<file path="config.mk">
export PLATFORM = sky130hd
export DESIGN_NAME = gpr_sized_wr
export DESIGN_NICKNAME = d
export VERILOG_FILES = /design/src/rtl/gpr_pkg.sv /design/src/rtl/gpr_merge.sv /design/src/rtl/gpr_bank.sv /design/src/rtl/gpr_sized_wr.sv
export SDC_FILE = /design/constraint.sdc
export NUM_CORES = 2
export LEC_CHECK = 0
export ABC_AREA = 1
export BUFFER_PORTS_ARGS = -buffer_cell sky130_fd_sc_hd__buf_4
export CAP_MARGIN = 20
export CELL_PAD_IN_SITES_DETAIL_PLACEMENT = 0
export CELL_PAD_IN_SITES_GLOBAL_PLACEMENT = 1
export CORE_MARGIN = 2
export CORE_UTILIZATION = 40
export DETAILED_ROUTE_END_ITERATION = 6
export PLACE_DENSITY = 0.75
export REMOVE_ABC_BUFFERS = 1
export SYNTH_ARGS = -nofsm -noshare
export SYNTH_HDL_FRONTEND = slang
export SYNTH_SLANG_ARGS = --single-unit
</file>
<file path="constraint.sdc">
create_clock -name clk -period 2.08 [get_ports clk]
set_clock_uncertainty 0.05 [all_clocks]
set_input_delay 0.312 -clock clk [delete_from_list [all_inputs] [get_ports clk]]
set_output_delay 0.312 -clock clk [all_outputs]
set_load 0.005 [all_outputs]
</file>
<file path="src/rtl/gpr_pkg.sv">
package gpr_pkg;

    // Operand-size code; 2'b00 is the default 32-bit width
    typedef enum logic [1:0] {
        OPSZ_WORD = 2'b00,
        OPSZ_BYTE = 2'b01,
        OPSZ_HALF = 2'b10,
        OPSZ_FULL = 2'b11
    } opsz_e;

    localparam int BYTE_W = 8;
    localparam int HALF_W = 16;

endpackage

</file>
<file path="src/rtl/gpr_merge.sv">
module gpr_merge
    import gpr_pkg::*;
#(
    parameter int DATA_W = 64
) (
    input  logic [DATA_W-1:0] old_val,
    input  logic [DATA_W-1:0] new_val,
    input  opsz_e             size,
    input  logic              sext,
    output logic [DATA_W-1:0] merged
);
    localparam int WORD_W = DATA_W / 2;

    logic [DATA_W-1:0] byte_sx, half_sx, word_sx, word_zx;
    logic [DATA_W-1:0] byte_keep, half_keep;

    // Candidate results for every narrow width
    assign byte_sx   = {{(DATA_W-BYTE_W){new_val[BYTE_W-1]}}, new_val[BYTE_W-1:0]};
    assign half_sx   = {{(DATA_W-HALF_W){new_val[HALF_W-1]}}, new_val[HALF_W-1:0]};
    assign word_sx   = {{(DATA_W-WORD_W){new_val[WORD_W-1]}}, new_val[WORD_W-1:0]};
    assign word_zx   = {{(DATA_W-WORD_W){1'b0}}, new_val[WORD_W-1:0]};
    assign byte_keep = {old_val[DATA_W-1:BYTE_W], new_val[BYTE_W-1:0]};
    assign half_keep = {old_val[DATA_W-1:HALF_W], new_val[HALF_W-1:0]};

    always_comb begin
        unique case (size)
            OPSZ_FULL: merged = new_val;
            OPSZ_WORD: merged = sext ? word_sx : word_zx;
            OPSZ_BYTE: merged = sext ? byte_sx : byte_keep;
            OPSZ_HALF: merged = sext ? half_sx : half_keep;
            default:   merged = new_val;
        endcase
    end

endmodule

</file>
<file path="src/rtl/gpr_bank.sv">
module gpr_bank #(
    parameter int DATA_W   = 64,
    parameter int NUM_REGS = 16,
    parameter int IDX_W    = $clog2(NUM_REGS)
) (
    input  logic                             clk,
    input  logic                             rst,
    input  logic                             we,
    input  logic [IDX_W-1:0]                 widx,
    input  logic [DATA_W-1:0]                wdata,
    output logic [NUM_REGS-1:0][DATA_W-1:0]  q
);
    for (genvar g = 0; g < NUM_REGS; g++) begin : g_entry
        logic [DATA_W-1:0] entry_q;
        logic              hit;

        assign hit = we && (widx == IDX_W'(g));

        always_ff @(posedge clk) begin
            if (rst) begin
                entry_q <= '0;
            end else if (hit) begin
                entry_q <= wdata;
            end
        end

        assign q[g] = entry_q;
    end

endmodule

</file>
<file path="src/rtl/gpr_sized_wr.sv">
module gpr_sized_wr
    import gpr_pkg::*;
#(
    parameter int DATA_W   = 64,
    parameter int NUM_REGS = 16,
    parameter int IDX_W    = $clog2(NUM_REGS)
) (
    input  logic              clk,
    input  logic              rst,
    input  logic              wr_en,
    input  logic [IDX_W-1:0]  wr_idx,
    input  logic [DATA_W-1:0] wr_data,
    input  logic [1:0]        wr_size,
    input  logic              wr_sext,
    input  logic [IDX_W-1:0]  rd_a_idx,
    output logic [DATA_W-1:0] rd_a_data,
    input  logic [IDX_W-1:0]  rd_b_idx,
    output logic [DATA_W-1:0] rd_b_data
);
    logic [NUM_REGS-1:0][DATA_W-1:0] bank_q;
    logic [DATA_W-1:0]               dest_old;
    logic [DATA_W-1:0]               merged;
    opsz_e                           size_sel;

    assign size_sel = opsz_e'(wr_size);
    assign dest_old = bank_q[wr_idx];

    gpr_merge #(.DATA_W(DATA_W)) u_merge (
        .old_val (dest_old),
        .new_val (wr_data),
        .size    (size_sel),
        .sext    (wr_sext),
        .merged  (merged)
    );

    gpr_bank #(
        .DATA_W   (DATA_W),
        .NUM_REGS (NUM_REGS),
        .IDX_W    (IDX_W)
    ) u_bank (
        .clk   (clk),
        .rst   (rst),
        .we    (wr_en),
        .widx  (wr_idx),
        .wdata (merged),
        .q     (bank_q)
    );

    // Combinational reads, no bypass of the pending write
    assign rd_a_data = bank_q[rd_a_idx];
    assign rd_b_data = bank_q[rd_b_idx];

endmodule

</file>
After elaboration in Yosys (flattened, before gate mapping) --
Cells that the tools add are included.
Cells by class: add/subtract/negate cells 0, multiply operators 0, divide/modulo/power cells 0, magnitude comparators 3, eq/ne operators 18, shifts and indexed selects 0, mux-type cells 10, bitwise gates (word level) 0, reductions and logical operators 18
Operators by type and width (count):
- binary-select mux 64 bit (select 4 bit) | 3
- two-way mux 64 bit | 6
- case mux 64 bit (4 select lines) | 1
- equality test 4 bit, second input constant | 8
- equality test 4 x 3 -> 1 bit, second input constant | 4
- logical AND 1 bit | 16
- less-than comparator 4 x 5 -> 1 bit, second input constant | 3
- equality test 4 x 2 -> 1 bit, second input constant | 2
- equality test 2 bit, second input constant | 2
- equality test 4 x 1 -> 1 bit, second input constant | 1
- logical NOT 4 bit | 1
- equality test 2 x 1 -> 1 bit, second input constant | 1
- logical NOT 2 bit | 1
Storage, ports and cells: register bits after elaboration 1024, bits in latches 0, RAM bits 0, memory bits (read-only) 0, output and inout port bits 128, word-level logic and storage cells 65, memories 0

Logic depth before layout (Yosys ltp) --
depth after elaboration 4, gate-level depth with buffers 17, mapped depth without buffers 13

Hierarchy --
From an unflattened synthesis, not the netlist that was laid out.
Second synthesis, totals: cell total of the unflattened synthesis 13912, area, all modules 75083.3 um2
By module, submodules not included:
- gpr_bank | times used 1, cells each 5890, area an instance 40052.2 um2, sequential area each 20499.7 um2
- gpr_sized_wr | times used 1, cells each 7621, area an instance 33279.4 um2, sequential area each 0.0 um2
- gpr_merge | times used 1, cells each 401, area an instance 1751.7 um2, sequential area each 0.0 um2

Least setup slack after synthesis --
No wires, ideal clock.
kind input to output, start point input rd_a_idx[0], end point output rd_a_data[11], arrival time 1698 ps, required time 1718 ps, slack 20 ps, stages on the path 9, buffers on the path 4, cells stage by stage buf_2 > clkbuf_1 > clkbuf_1 > buf_1 > a21oi_1 > o21ai_0 > nand2_1 > o221ai_1 > nand2_1
On the way: longest elaborated chain between the ends 2
Ends and longest elaborated chain:
- start: declaration | line gpr_sized_wr.sv:15 | input logic [IDX_W-1:0] rd_a_idx,
- binary-select mux 64 bit (select 4 bit) | line gpr_sized_wr.sv:50 | assign rd_a_data = bank_q[rd_a_idx];
- two-way mux 64 bit (implied by the code) | line gpr_sized_wr.sv:50
- end: declaration | line gpr_sized_wr.sv:16 | output logic [DATA_W-1:0] rd_a_data,
Every way passes these cells. The select of a mux whose other input is x is not followed.

Worst setup path in the final report --
start point register u_bank.g_entry[1].entry_q[44], end point output rd_b_data[44]
On the way: longest elaborated chain between the ends 2
Ends and longest elaborated chain:
- start: declaration | line gpr_bank.sv:14 | logic [DATA_W-1:0] entry_q;
- start signal: assignment | line gpr_bank.sv:23 | entry_q <= wdata;
- binary-select mux 64 bit (select 4 bit) | line gpr_sized_wr.sv:51 | assign rd_b_data = bank_q[rd_b_idx];
- two-way mux 64 bit (implied by the code) | line gpr_sized_wr.sv:51
- end: declaration | line gpr_sized_wr.sv:18 | output logic [DATA_W-1:0] rd_b_data
Every way passes these cells. The select of a mux whose other input is x is not followed.

==> metrics.txt <==
status complete, but fails checks; failing checks design-rule violations, negative setup slack; Total GRT Usage 34.94%; critical path peak fanout 3; max-slew violation count 0; hpwl dp 185900 um; initial antenna violation count 6; gr ovfl total 0; Nets 10530; clk_lat worst skew 0.80 ns; Mean Syn Cell Area 6.119 sq um; setup violators final 126; Initial Utilization 40.22%; Worst setup EP type output pin; Largest register FFs 1024; setup repair after global routing missed its margin yes; DRC 1; row count 145; core box area 156000 sq um; Starting DRT DRC Count 9509; Largest Register u_bank.g_entry.entry_q; Area Overhead vs Synth 28.55%; Die H 400.1 um; area leader, netlist dfxtp_1; Post-DRT Antenna Nets 0; Worst setup SP type flip-flop; fraction of the yosys area taken by sequential cells 32.67%; clock-pin slew on the worst setup and hold paths 0.07 ns; Post-Synthesis Cells 10260; Ports 210; top post-synthesis cells by area dfxtp_1 33%, o21ai_0 15%, nand2_1 15%; CP required 1.72 ns; Leakage Power 33.36 nW; P per Cell Area 667.3 nW/um^2; GPL Wtd Cong 0.9319; worst slew pin tran 0.6924 ns; Non-Filler Instances 12610; Min Clock Period, post-route 2.344 ns; most frequent cells in the layout 2462 x nand2_1, 1534 x o21ai_0, 1313 x a21oi_1; CP Class flip-flop to output pin; maximum VDD drop 0.0007143 V; Final Util 51.70%; root buffer cell clkbuf_16; commonest non-fill, non-tap cell in the layout nand2_1; final WL 293000 um; first-pass GRT wire length 431300 um; final hold vios 0; crit path DAT 1.98 ns; Die ar. 160100 sq um; maximum root-to-sink buffer count 3; vias 74850; H-tree depth 3; Unique masters post-synth 31; Yosys reg bits 1024; WL per Instance 23.24 um; Mapped Area 62750 sq um; vias in the first global route 68400; Die W 400.1 um; setup ws final -0.2645 ns; Hold Path Class input port to flip-flop; final setup TNS -11.59 ns; share of cells above drive strength 1 22.66%; Yosys Warn Count 0; final worst-path cycle share 112.7%; dpl cells 12240; Peak Freq 0.4265 GHz; slew margin rel. 53.83%; top flop regs u_bank.g_entry.entry_q x1024; largest net degree at the start of global routing 99; Max Cap Viol 0; count of input and output buffers 209; total CTS buffers 121; post-synth top area share 32.67%; Pre-Repair DR Iteration Count 7; vias per inst 5.937; Clock Sinks 1024; CTS tree built
==> final cells by class <==
cell class | instances | area (sq um)
clock inverters | 65 | 823.3
diodes | 4 | 10.01
multi-input cells | 7686 | 38010
well taps | 2058 | 2575
flip-flops and latches | 1024 | 20910
clock buffers | 159 | 3423
inverters | 548 | 2108
repair buffers | 1063 | 12800
fillers | 15540 | 75360
==> per-stage QoR <==
stage          instance area [sq um]  hold slack, ns  setup slack (ns)  total power [mW]
2_1_floorplan                  58340          0.3969            -10.17             24.35
3_3_place_gp                   72030          0.4082           -0.3334             29.79
3_5_place_dp                   72030          0.4161           -0.3648             29.88
4_1_cts                        78980        0.002170           -0.2511             53.33
6_report                       80660         0.04338           -0.2645             53.83
5_1_grt                        80660         0.03875           -0.3175             55.38
==> metal layers <==
metal | GRT usage [%] | part of all wire (%) | vias to the layer above
li1 | - | - | 34950
met1 | 46.94 | 41 | 35020
met4 | 15.72 | 4.9 | 2
met2 | 54.50 | 44 | 4017
met5 | 0 | 0.0044 | -
met3 | 6.176 | 9.9 | 862
==> Yosys cell counts (all sizes together) <==
library cell / instances
and2: 1
clkinv: 1
inv: 547
nor2: 696
nand2: 2572
o221ai: 114
o211ai: 252
nand4: 24
o22ai: 16
or2: 32
a21oi: 1518
clkbuf: 680
buf: 317
nand3: 406
o21a: 1
o21ai: 2054
dfxtp: 1024
==> worst paths after layout <==
check	end	depth (start not counted)	startpoint	slack, ns
hold / removal	u_bank.g_entry[5].entry_q[24]$_SDFFE_PP0P_	6	wr_data[24]	0.04
setup reg to reg	u_bank.g_entry[10].entry_q[22]$_SDFFE_PP0P_	14	u_bank.g_entry[3].entry_q[22]$_SDFFE_PP0P_	0.20
hold reg to reg	u_bank.g_entry[7].entry_q[0]$_SDFFE_PP0P_	2	u_bank.g_entry[7].entry_q[0]$_SDFFE_PP0P_	0.41
setup / recovery	rd_b_data[44]	8	u_bank.g_entry[1].entry_q[44]$_SDFFE_PP0P_	-0.26
==> report_power, final <==
group          switching, mW  internal, mW  total [mW]  leakage, nW
clock                   9.63          13.4        23.1         2.07
combinational           6.50          3.83        10.3         22.8
sequential             0.350          20.1        20.4         8.45
==> critical path: stages (launching register included) <==
cell and delay, ns:
dfxtp_2 0.35, inv_2 0.04, a21oi_2 0.10, o21ai_1 0.07, nand2_1 0.08, o22ai_2 0.10, o21ai_1 0.14, buf_4 0.20
buf_6 0.11
==> logic make-up (layout without fill, tap and decap cells) <==
| kind of cell | Yosys count | after routing | share of synthesized area, % |
|---|---|---|---|
| AOI/OAI and AO/OA | 3955 | 3955 | 33.32 |
| and+or+nand+nor | 3731 | 3731 | 23.70 |
| buffers and inverters | 1545 | 1835 | 10.31 |
| DFF | 1024 | 1024 | 32.67 |
| other | 0 | 4 | 0 |
==> what timing repair did <==
action	CTS	global route
pin swaps	273	301
hold endpoints to repair	325	0
setup buffers	75	36
cloned	5	7
setup endpoints to repair	128	128
gates resized for setup	894	656
hold buffers	24	0
No activity file was read; power rests on OpenSTA's default activity.
